$ cat config.mk
export PLATFORM = sky130hd
export DESIGN_NAME = panel_seq_top
export DESIGN_NICKNAME = d
export VERILOG_FILES = /design/src/rtl/panel_seq_pkg.sv /design/src/rtl/panel_init_rom.sv /design/src/rtl/panel_delay.sv /design/src/rtl/panel_spi_tx.sv /design/src/rtl/panel_seq_top.sv
export SDC_FILE = /design/constraint.sdc
export NUM_CORES = 1
export LEC_CHECK = 0
export CAP_MARGIN = 10
export CORE_MARGIN = 2
export CORE_UTILIZATION = 30
export DETAILED_ROUTE_END_ITERATION = 7
export PLACE_DENSITY = 0.44
export RECOVER_POWER = 25
export SYNTH_ARGS = -nofsm -noshare
export SYNTH_HDL_FRONTEND = slang
export SYNTH_HIERARCHICAL = 1
export SYNTH_SLANG_ARGS = --single-unit
export TNS_END_PERCENT = 5
$ cat constraint.sdc
create_clock -name clk -period 14.3 [get_ports clk]
set_clock_uncertainty 0.05 [all_clocks]
set_input_delay 2.86 -clock clk [delete_from_list [all_inputs] [get_ports clk]]
set_output_delay 2.86 -clock clk [all_outputs]
set_load 0.02 [all_outputs]
$ cat src/rtl/panel_seq_pkg.sv
package panel_seq_pkg;

  localparam int         INIT_LEN  = 35;
  localparam int         FRAME_W   = 16;
  localparam logic [7:0] STBY_ADDR = 8'h2B;
  localparam logic [7:0] MAX_ADDR  = 8'h5A;

  typedef struct packed {
    logic [7:0] addr;
    logic [7:0] data;
  } reg_wr_t;

  typedef enum logic [3:0] {
    ST_IDLE, ST_PWR, ST_RSTHOLD, ST_SETTLE, ST_INIT,
    ST_ONE, ST_DRAIN, ST_BLWAIT, ST_UNPREP
  } seq_st_e;

  typedef enum logic [1:0] {OP_PREP, OP_WAKE, OP_SLEEP} seq_op_e;

endpackage

$ cat src/rtl/panel_init_rom.sv
module panel_init_rom
  import panel_seq_pkg::*;
#(
  parameter int IW = 6
) (
  input  logic [IW-1:0] idx,
  output reg_wr_t       wr
);

  // Ordered panel configuration; replay order matters for the first two.
  always_comb begin
    case (idx)
      IW'(0):  wr = '{8'h05, 8'h1E};
      IW'(1):  wr = '{8'h05, 8'h5C};
      IW'(2):  wr = '{8'h02, 8'h14};
      IW'(3):  wr = '{8'h03, 8'h40};
      IW'(4):  wr = '{8'h04, 8'h07};
      IW'(5):  wr = '{8'h06, 8'h12};
      IW'(6):  wr = '{8'h07, 8'hD2};
      IW'(7):  wr = '{8'h0C, 8'h06};
      IW'(8):  wr = '{8'h0D, 8'h40};
      IW'(9):  wr = '{8'h0E, 8'h40};
      IW'(10): wr = '{8'h0F, 8'h40};
      IW'(11): wr = '{8'h10, 8'h40};
      IW'(12): wr = '{8'h11, 8'h40};
      IW'(13): wr = '{8'h2F, 8'h40};
      IW'(14): wr = '{8'h5A, 8'h02};
      IW'(15): wr = '{8'h30, 8'h07};
      IW'(16): wr = '{8'h31, 8'h57};
      IW'(17): wr = '{8'h32, 8'h53};
      IW'(18): wr = '{8'h33, 8'h77};
      IW'(19): wr = '{8'h34, 8'hB8};
      IW'(20): wr = '{8'h35, 8'hBD};
      IW'(21): wr = '{8'h36, 8'hB8};
      IW'(22): wr = '{8'h37, 8'hE7};
      IW'(23): wr = '{8'h38, 8'h04};
      IW'(24): wr = '{8'h39, 8'hFF};
      IW'(25): wr = '{8'h40, 8'h0B};
      IW'(26): wr = '{8'h41, 8'hB8};
      IW'(27): wr = '{8'h42, 8'hAB};
      IW'(28): wr = '{8'h43, 8'hB9};
      IW'(29): wr = '{8'h44, 8'h6A};
      IW'(30): wr = '{8'h45, 8'h56};
      IW'(31): wr = '{8'h46, 8'h61};
      IW'(32): wr = '{8'h47, 8'h08};
      IW'(33): wr = '{8'h48, 8'h0F};
      IW'(34): wr = '{8'h49, 8'h0F};
      default: wr = '{8'h00, 8'h00};
    endcase
  end

endmodule

$ cat src/rtl/panel_delay.sv
module panel_delay #(
  parameter int W = 8
) (
  input  logic         clk,
  input  logic         rst_n,
  input  logic         start,
  input  logic [W-1:0] load,
  output logic         expired
);

  logic [W-1:0] cnt;
  logic         run;

  // Loads load-1 and counts to zero: expired is seen exactly load cycles after start.
  always_ff @(posedge clk or negedge rst_n) begin
    if (!rst_n) begin
      cnt <= '0;
      run <= 1'b0;
    end else if (start) begin
      cnt <= load - W'(1);
      run <= 1'b1;
    end else if (run) begin
      if (cnt == '0) run <= 1'b0;
      else           cnt <= cnt - W'(1);
    end
  end

  assign expired = run && (cnt == '0);

endmodule

$ cat src/rtl/panel_spi_tx.sv
module panel_spi_tx #(
  parameter int FRAME_W = 16,
  parameter int HALF    = 2
) (
  input  logic               clk,
  input  logic               rst_n,
  input  logic               in_vld,
  input  logic [FRAME_W-1:0] in_data,
  output logic               in_rdy,
  output logic               csn,
  output logic               sck,
  output logic               mosi
);

  localparam int CW = (HALF > 1) ? $clog2(HALF) : 1;
  localparam int BW = $clog2(FRAME_W);
  localparam logic [CW-1:0] HALF_END = CW'(HALF - 1);
  localparam logic [BW-1:0] BIT_END  = BW'(FRAME_W - 1);

  typedef enum logic [1:0] {T_IDLE, T_LO, T_HI, T_GAP} tx_st_e;

  tx_st_e             st;
  logic [CW-1:0]      cnt;
  logic [BW-1:0]      bitn;
  logic [FRAME_W-1:0] sh;

  always_ff @(posedge clk or negedge rst_n) begin
    if (!rst_n) begin
      st   <= T_IDLE;
      cnt  <= '0;
      bitn <= '0;
      sh   <= '0;
      csn  <= 1'b1;
      sck  <= 1'b0;
    end else begin
      case (st)
        T_IDLE: if (in_vld) begin
          sh   <= in_data;
          csn  <= 1'b0;
          cnt  <= '0;
          bitn <= '0;
          st   <= T_LO;
        end
        T_LO: begin
          if (cnt == HALF_END) begin
            cnt <= '0;
            sck <= 1'b1;
            st  <= T_HI;
          end else cnt <= cnt + CW'(1);
        end
        T_HI: begin
          if (cnt == HALF_END) begin
            cnt <= '0;
            sck <= 1'b0;
            if (bitn == BIT_END) begin
              csn <= 1'b1;
              st  <= T_GAP;
            end else begin
              sh   <= {sh[FRAME_W-2:0], 1'b0};
              bitn <= bitn + BW'(1);
              st   <= T_LO;
            end
          end else cnt <= cnt + CW'(1);
        end
        default: begin
          if (cnt == HALF_END) begin
            cnt <= '0;
            st  <= T_IDLE;
          end else cnt <= cnt + CW'(1);
        end
      endcase
    end
  end

  assign in_rdy = (st == T_IDLE);
  assign mosi   = sh[FRAME_W-1];


  mosi_on_fall_chk: assert property (@(posedge clk) disable iff (!rst_n)
    (!csn && $past(!csn) && !$fell(sck)) |-> $stable(mosi));


  sck_idle_low_chk: assert property (@(posedge clk) disable iff (!rst_n)
    $rose(csn) |-> !sck);

endmodule

$ cat src/rtl/panel_seq_top.sv
module panel_seq_top
  import panel_seq_pkg::*;
#(
  parameter int CLK_KHZ  = 125000,
  parameter int RST_US   = 60,
  parameter int BL_MS    = 120,
  parameter int SCK_HALF = 4
) (
  input  logic clk,
  input  logic rst_n,
  input  logic prep_req,
  input  logic unprep_req,
  input  logic wake_req,
  input  logic sleep_req,
  input  logic backlight_present,
  input  logic supply_ack,
  output logic supply_req,
  output logic panel_rst,
  output logic spi_csn,
  output logic spi_sck,
  output logic spi_mosi,
  output logic busy,
  output logic prep_done,
  output logic prep_err,
  output logic pic_ready
);

  localparam int RST_CYC = (CLK_KHZ * RST_US + 999) / 1000;
  localparam int BL_CYC  = CLK_KHZ * BL_MS;
  localparam int TMAX    = (BL_CYC > RST_CYC) ? BL_CYC : RST_CYC;
  localparam int TW      = $clog2(TMAX + 1);
  localparam int IW      = $clog2(INIT_LEN);
  localparam logic [IW-1:0] LAST_IDX = IW'(INIT_LEN - 1);

  seq_st_e        st;
  seq_op_e        op;
  logic [IW-1:0]  idx;
  reg_wr_t        one_word;
  reg_wr_t        rom_word;
  logic           supply_q, rst_q, done_q, err_q, pic_q;

  logic           tmr_start, tmr_done;
  logic [TW-1:0]  tmr_load;
  logic           tx_vld, tx_rdy, tx_fire;
  logic [FRAME_W-1:0] tx_word;

  panel_init_rom #(.IW(IW)) u_rom (
    .idx (idx),
    .wr  (rom_word)
  );

  panel_delay #(.W(TW)) u_tmr (
    .clk     (clk),
    .rst_n   (rst_n),
    .start   (tmr_start),
    .load    (tmr_load),
    .expired (tmr_done)
  );

  panel_spi_tx #(.FRAME_W(FRAME_W), .HALF(SCK_HALF)) u_tx (
    .clk     (clk),
    .rst_n   (rst_n),
    .in_vld  (tx_vld),
    .in_data (tx_word),
    .in_rdy  (tx_rdy),
    .csn     (spi_csn),
    .sck     (spi_sck),
    .mosi    (spi_mosi)
  );

  always_comb begin
    tmr_start = (st == ST_PWR && supply_ack) ||
                (st == ST_RSTHOLD && tmr_done) ||
                (st == ST_DRAIN && op == OP_WAKE && tx_rdy && backlight_present);
    tmr_load  = (st == ST_DRAIN) ? TW'(BL_CYC) : TW'(RST_CYC);
    tx_vld    = (st == ST_INIT && supply_ack) || (st == ST_ONE);
    tx_word   = (st == ST_ONE) ? one_word : rom_word;
    tx_fire   = tx_vld && tx_rdy;
  end

  always_ff @(posedge clk or negedge rst_n) begin
    if (!rst_n) begin
      st       <= ST_IDLE;
      op       <= OP_PREP;
      idx      <= '0;
      one_word <= '0;
      supply_q <= 1'b0;
      rst_q    <= 1'b1;
      done_q   <= 1'b0;
      err_q    <= 1'b0;
      pic_q    <= 1'b0;
    end else begin
      done_q <= 1'b0;
      err_q  <= 1'b0;
      pic_q  <= 1'b0;
      case (st)
        ST_IDLE: begin
          if (unprep_req) begin
            rst_q <= 1'b1;
            st    <= ST_UNPREP;
          end else if (sleep_req) begin
            one_word <= '{STBY_ADDR, 8'h00};
            op       <= OP_SLEEP;
            st       <= ST_ONE;
          end else if (wake_req) begin
            one_word <= '{STBY_ADDR, 8'h01};
            op       <= OP_WAKE;
            st       <= ST_ONE;
          end else if (prep_req) begin
            supply_q <= 1'b1;
            op       <= OP_PREP;
            st       <= ST_PWR;
          end
        end
        ST_UNPREP: begin
          supply_q <= 1'b0;
          st       <= ST_IDLE;
        end
        ST_PWR: if (supply_ack) begin
          rst_q <= 1'b1;
          st    <= ST_RSTHOLD;
        end
        ST_RSTHOLD: if (tmr_done) begin
          rst_q <= 1'b0;
          st    <= ST_SETTLE;
        end
        ST_SETTLE: if (tmr_done) begin
          idx <= '0;
          st  <= ST_INIT;
        end
        ST_INIT: begin
          if (tx_rdy && !supply_ack) begin
            supply_q <= 1'b0;
            err_q    <= 1'b1;
            st       <= ST_IDLE;
          end else if (tx_fire) begin
            if (idx == LAST_IDX) st <= ST_DRAIN;
            else                 idx <= idx + IW'(1);
          end
        end
        ST_ONE: if (tx_fire) st <= ST_DRAIN;
        ST_DRAIN: if (tx_rdy) begin
          case (op)
            OP_PREP: begin
              done_q <= 1'b1;
              st     <= ST_IDLE;
            end
            OP_WAKE: begin
              if (backlight_present) st <= ST_BLWAIT;
              else begin
                pic_q <= 1'b1;
                st    <= ST_IDLE;
              end
            end
            default: st <= ST_IDLE;
          endcase
        end
        ST_BLWAIT: if (tmr_done) begin
          pic_q <= 1'b1;
          st    <= ST_IDLE;
        end
        default: st <= ST_IDLE;
      endcase
    end
  end

  assign supply_req = supply_q;
  assign panel_rst  = rst_q;
  assign busy       = (st != ST_IDLE);
  assign prep_done  = done_q;
  assign prep_err   = err_q;
  assign pic_ready  = pic_q;


  rst_before_supply_drop_chk: assert property (@(posedge clk) disable iff (!rst_n)
    $fell(supply_req) |-> (panel_rst || prep_err));


  rst_release_powered_chk: assert property (@(posedge clk) disable iff (!rst_n)
    $fell(panel_rst) |-> supply_req);


  addr_in_range_chk: assert property (@(posedge clk) disable iff (!rst_n)
    tx_fire |-> (tx_word[15:8] <= MAX_ADDR));


  done_when_running_chk: assert property (@(posedge clk) disable iff (!rst_n)
    prep_done |-> (supply_req && !panel_rst && spi_csn));


  err_supply_off_chk: assert property (@(posedge clk) disable iff (!rst_n)
    prep_err |-> (!supply_req && !prep_done));

endmodule

Yosys cells after proc, flatten, opt, wreduce, memory -nomap -nowiden
Memories as Yosys holds them, arrays and structs flattened.
Cells that the tools add are included.
Storage, ports and cells
  word-level logic and storage cells: 179
  ROM bits: 960
  input port bits: 8
  memories: 1
  output and inout port bits: 9
  bits in registers: 84
Cells by class
  bitwise gates (word level): 1
  eq/ne operators: 38
  add/subtract/negate cells: 5
  mux-type cells: 78
  reduce and logical (&&, ||, !) cells: 38
Memory list
  (no name shown): depth 64, width 15, read ports 1, clocked after memory_dff 0, write ports 0, line panel_init_rom.sv:12  | case (idx)
Operators by type and width (count)
  16-bit two-way mux: 6
  24-bit two-way mux: 4
  4-bit two-way mux: 16
  24-bit by 1-bit subtractor with 24-bit output (second input constant): 2
  2-bit inequality test (second input constant): 17
  16-bit one-hot mux with 2 select lines: 1
  4-bit one-hot mux with 8 select lines: 1
  1-bit two-way mux: 25
  24-bit logical NOT: 1
  6-bit two-way mux: 4
  2-bit two-way mux: 11
  4-bit by 3-bit equality test with 1-bit output (second input constant): 4
  4-bit AND reduction: 4
  6-bit one-hot mux with 2 select lines: 1
  2-bit nonzero test: 6
  1-bit logical AND: 9
  3-bit AND reduction: 3
  9-bit AND reduction: 1
  3-bit nonzero test: 3
  4-bit by 2-bit equality test with 1-bit output (second input constant): 2
  4-bit equality test (second input constant): 2
  2-bit by 1-bit inequality test with 1-bit output (second input constant): 4
  4-bit one-hot mux with 2 select lines: 1
  6-bit by 1-bit adder with 6-bit output (second input constant): 1
  other kinds (22): 31

Longest topological paths before layout
  depth after elaboration: 7
  depth in mapped cells: 17
  mapped depth without buffers: 13

Cells and area by module
Netlist, hierarchy kept.
By module, submodules not included
  panel_delay: times used 1, cells an instance 218, area an instance 2029.4 um^2, seq. area each 625.6 um^2
  panel_seq_top: times used 1, cells an instance 158, area an instance 1341.3 um^2, seq. area each 476.7 um^2
  panel_spi_tx: times used 1, cells an instance 102, area an instance 1328.8 um^2, seq. area each 651.9 um^2
  panel_init_rom: times used 1, cells an instance 131, area an instance 818.3 um^2, seq. area each 0.0 um^2

Worst setup path after synthesis
Ideal clock, no wire load.
  kind: input-to-reg
  start point: input port supply_ack
  end point: register u_tmr.cnt[20]
  stages: 14
  setup time: 146 ps
  data arrival time: 5719 ps
  slack: 8385 ps
  path buffers: 4
  required time: 14104 ps
  cells stage by stage: a22oi_1 -> o32ai_1 -> buf_4 -> buf_6 -> clkbuf_1 -> buf_1 -> mux2i_1 -> ha_1 -> inv_1 -> a21oi_2 -> o2111ai_2 -> nor4_2 -> xnor2_1 -> mux2i_1
Between the ends
  longest elaborated chain between the ends: 5
  elaborated cells between the ends (all ways): 7
  those cells by class: eq/ne (1); mux (1); reduce/logical (5)
RTL lines
  start: declaration: line panel_seq_top.sv:16  | input logic supply_ack,
  1-bit logical AND (*): line panel_seq_top.sv:72  | tmr_start = (st == ST_PWR && supply_ack) ||
  1-bit logical OR (*): line panel_seq_top.sv:72
  1-bit logical OR (*): line panel_seq_top.sv:73  | (st == ST_RSTHOLD && tmr_done) ||
  via tmr_start: line panel_seq_top.sv:42  | logic tmr_start, tmr_done;
  2-bit inequality test (no line) / 2-bit nonzero test (equally long branches)
  2-bit AND reduction (no line)
  end signal: assignment: line panel_delay.sv:20  | cnt <= load - W'(1);
  end signal: assignment: line panel_delay.sv:24  | else cnt <= cnt - W'(1);
  end: declaration: line panel_delay.sv:11  | logic [W-1:0] cnt;
Mark *: on every way through the listed nets, which the timed path passes. The rest lies on a longest branch.
A chain may end at the register's enable or synchronous reset.

==> metrics <==
outcome finished with violations; failing checks capacitance limit, slew limit; Total Wirelength around 13,000 um; post-synthesis async set-or-reset flop share 1.00; final setup vio count 0; Vias 4,417; Worst R2R Setup Slack 9.33 ns; Total Negative Setup Slacks 0 ns; Fill cells 1,898; all-layer global routing usage 0.143; post-CTS setup buffers 0; critical register-to-register path endpoint u_tmr/cnt[21]$_DFFE_PN0P_; actual transition at the worst max-transition pin approximately 4.0 ns; endpoint of the most critical setup path u_tx/sh[14]$_DFFE_PN0P_; Critical Path Max Stage Delay approximately 2.7 ns; pin count of the biggest net entering global routing 71; post-place setup slack 7.86 ns; power density of the placed cells 183 nW/um^2; count of final hold-check violations 0; path category of the worst min-delay check flip-flop to flip-flop; port bufs 16; CP Depth 1; category of cells accounting for the largest share of critical-path delay buffers and inverters; number of diodes added for antenna fixing 0; maximum fanout along the worst path 70; Layout area overhead 12.5%; footprint of the flip-flops and latches 1750 sq um; top library cells by usage in the layout, fill and taps aside sky130_fd_sc_hd__dfrtp_1 (68), sky130_fd_sc_hd__nand2_1 (50), sky130_fd_sc_hd__nor2_1 (46), sky130_fd_sc_hd__xnor2_1 (40), sky130_fd_sc_hd__conb_1 (35); Core Footprint 18,000 sq um; I/O pin cnt 17; MaxCap Viol Count 1; source of the worst register-to-register timing path u_tmr/cnt[14]$_DFFE_PN0P_; total of warnings raised by yosys 6; ranking of synthesized cells by area sky130_fd_sc_hd__dfrtp_1 (31%), sky130_fd_sc_hd__xnor2_1 (6.3%), sky130_fd_sc_hd__mux2_2 (5.1%); Final period util 0.431; placed cell count 855; number of buffers inserted during clock tree synthesis 9; Sink Count 70; critical path startpoint rst_n; Horiz. Die Dim around 140 um; fraction of the yosys area taken by sequential cells 0.318; largest area contributor in the synthesized netlist sky130_fd_sc_hd__dfrtp_1; most instantiated flip-flop cell in the synthesis netlist sky130_fd_sc_hd__dfrtp_1; H-Tree Level Count 3; number of resized instances in the post-cts repair step 0; non-filler instance count after layout 870; worst slew slack as a fraction of its limit -1.64; post-synth cell types 87; nature of the critical path startpoint primary input; crit path buf inv count 1; vias in the first global route 4,284; Site Rows 49; routed len/inst 15.5 um; IR Drop Worst-Case VDD 68.2 uV; Worst setup EP type asynchronous set/reset pin; DRC errors left 0; number of buffers on the longest clock path 2; leakage power 2.40 nW; Die Span Y 140 um; clock latency reported for the late side of the worst-skew pair 0.34 ns; wire length of the first global-routing pass ~23,000 um; Final Critical Period 6.16 ns; startpoint-to-endpoint class of the critical path primary input to asynchronous set/reset pin; DR iter-0 viols 314; total design power roughly 1.1 mW; initial core utilization 0.306; post-synthesis cell count 609; clock-pin transition on the worst setup and hold timing paths 0.06 ns; worst-path cell chain clkbuf_1; fin. max-slew vios 71; highest clock rate 0.162 GHz; number of optimization iterations in the first detailed-route pass 6; leading cell type in the layout, fill and taps excluded sky130_fd_sc_hd__dfrtp_1; Total Die Area 19,500 sq um; #FFs+latches synth 70; overall overflow remaining after global route 0; Avg Cell Area, Syn 9.06 sq um; proportion of layout cells with a drive suffix above 1 0.133; setup repair after global routing missed its margin false; required time of the worst setup path 13.78 ns; post-synth design cell area 5520 sq um; global placer's final weighted congestion about 0.81; area of combinational cells with multiple inputs 3590 sq um; final worst-path setup slack 8.14 ns; top cell type's share of synthesized area 0.308; number of nets at the end of the flow 656; CTS tree done; number of antenna violations at the first check in global routing 0; count of nets left with antenna violations after detail routing 0; Crit-path slowest cell sky130_fd_sc_hd__clkbuf_1; post-route worst hold slack 0.425 ns; cell depth of the worst flop-to-flop path 12; buffer type at the clock tree root sky130_fd_sc_hd__clkbuf_16; routed via count divided by cell count 5.08; cts-stage hold buffer count 0; final HPWL from detailed placement 9180 um; signal arrival time at the worst endpoint 5.63 ns; Post-synth EDFFs 0
[logic make-up (layout without fill, tap and decap cells)]
| group | Yosys count | after routing | synth area share |
|---|---|---|---|
| AOI/OAI and AO/OA | 138 | 138 | 0.179 |
| muxes | 60 | 60 | 0.124 |
| other | 3 | 35 | 0.00204 |
| xor gates and xnor gates | 44 | 44 | 0.0698 |
| DFF | 70 | 70 | 0.318 |
| buffers and inverters | 57 | 57 | 0.0562 |
| and+or+nand+nor | 226 | 226 | 0.226 |
| adders and majority gates | 11 | 11 | 0.0249 |
[sequential cells by signal, summed over array words and instances (netlist names)]
register,count
u_tmr/cnt,24
u_tx/sh,16
idx,6
st,4
u_tx/bitn,4
one_word,2
op,2
u_tx/cnt,2
u_tx/st,2
panel_rst,1
pic_ready,1
prep_done,1
prep_err,1
supply_req,1
u_tmr/run,1
u_tx/csn,1
u_tx/sck,1
[synth_stat cells, types with 4 or more instances]
master and count:
sky130_fd_sc_hd__a21o_1 4, sky130_fd_sc_hd__a21oi_1 32, sky130_fd_sc_hd__a22o_1 4, sky130_fd_sc_hd__a31oi_1 9, sky130_fd_sc_hd__and2_1 13, sky130_fd_sc_hd__and3_1 4, sky130_fd_sc_hd__buf_2 13, sky130_fd_sc_hd__buf_4 5
sky130_fd_sc_hd__buf_6 6, sky130_fd_sc_hd__clkbuf_1 9, sky130_fd_sc_hd__dfrtp_1 68, sky130_fd_sc_hd__ha_1 11, sky130_fd_sc_hd__inv_1 22, sky130_fd_sc_hd__mux2_2 25, sky130_fd_sc_hd__mux2_4 7, sky130_fd_sc_hd__mux2i_1 25
sky130_fd_sc_hd__nand2_1 50, sky130_fd_sc_hd__nand2b_1 9, sky130_fd_sc_hd__nand3_1 14, sky130_fd_sc_hd__nand3b_1 5, sky130_fd_sc_hd__nand4_1 4, sky130_fd_sc_hd__nor2_1 46, sky130_fd_sc_hd__nor2b_1 9, sky130_fd_sc_hd__nor3_1 24
sky130_fd_sc_hd__nor3_2 4, sky130_fd_sc_hd__nor4_1 7, sky130_fd_sc_hd__o21ai_0 32, sky130_fd_sc_hd__o22a_1 4, sky130_fd_sc_hd__o22ai_1 4, sky130_fd_sc_hd__o32ai_1 4, sky130_fd_sc_hd__or3_1 9, sky130_fd_sc_hd__xnor2_1 40
sky130_fd_sc_hd__xor2_1 4
[how the worst min path moves through the flow]
stage                                         from                        to  slack, ns  depth (start not counted)
final                     one_word[11]$_DFFE_PN0P_  one_word[11]$_DFFE_PN0P_       0.42                          1
after global routing      one_word[11]$_DFFE_PN0P_  one_word[11]$_DFFE_PN0P_       0.45                          1
after CTS                 one_word[11]$_DFFE_PN0P_  one_word[11]$_DFFE_PN0P_       0.42                          1
after detailed placement  one_word[11]$_DFFE_PN0P_  one_word[11]$_DFFE_PN0P_       0.41                          1
after global placement    one_word[11]$_DFFE_PN0P_  one_word[11]$_DFFE_PN0P_       0.40                          1
after floorplan           one_word[11]$_DFFE_PN0P_  one_word[11]$_DFFE_PN0P_       0.38                          1
[power by group]
| group | leakage [nW] | switching (mW) | internal (mW) |
|---|---|---|---|
| registers | 0.863 | 0.106 | 0.275 |
| clock network | 0.155 | 0.0902 | 0.152 |
| logic | 1.38 | 0.264 | 0.248 |
[cell type report]
class,count,share of cell area
Tap cell,229,0.0462
Sequential cell,70,0.283
Multi-Input combinational cell,514,0.579
Clock buffer,9,0.0363
Clock inverter,6,0.0141
Inverter,22,0.0133
Timing Repair Buffer,20,0.0290
[layer usage]
layer / routed length, um / share of wire / track usage / vias to the layer above
met1: 6870 / 0.51 / 0.210 / 2125
met4: 164 / 0.012 / 0.0405 / 0
met5: 0 / 0 / 0 / -
li1: - / - / - / 2229
met3: 389 / 0.029 / 0.0258 / 12
met2: 6020 / 0.45 / 0.216 / 51
[through the flow]
step	instance area (sq um)	utilization
after detailed placement	5900	0.328
after global routing	6210	0.344
after CTS	6220	0.345
after global placement	5900	0.328
final	6210	0.344
after floorplan	5640	-
No activity file was read; power rests on OpenSTA's default activity.
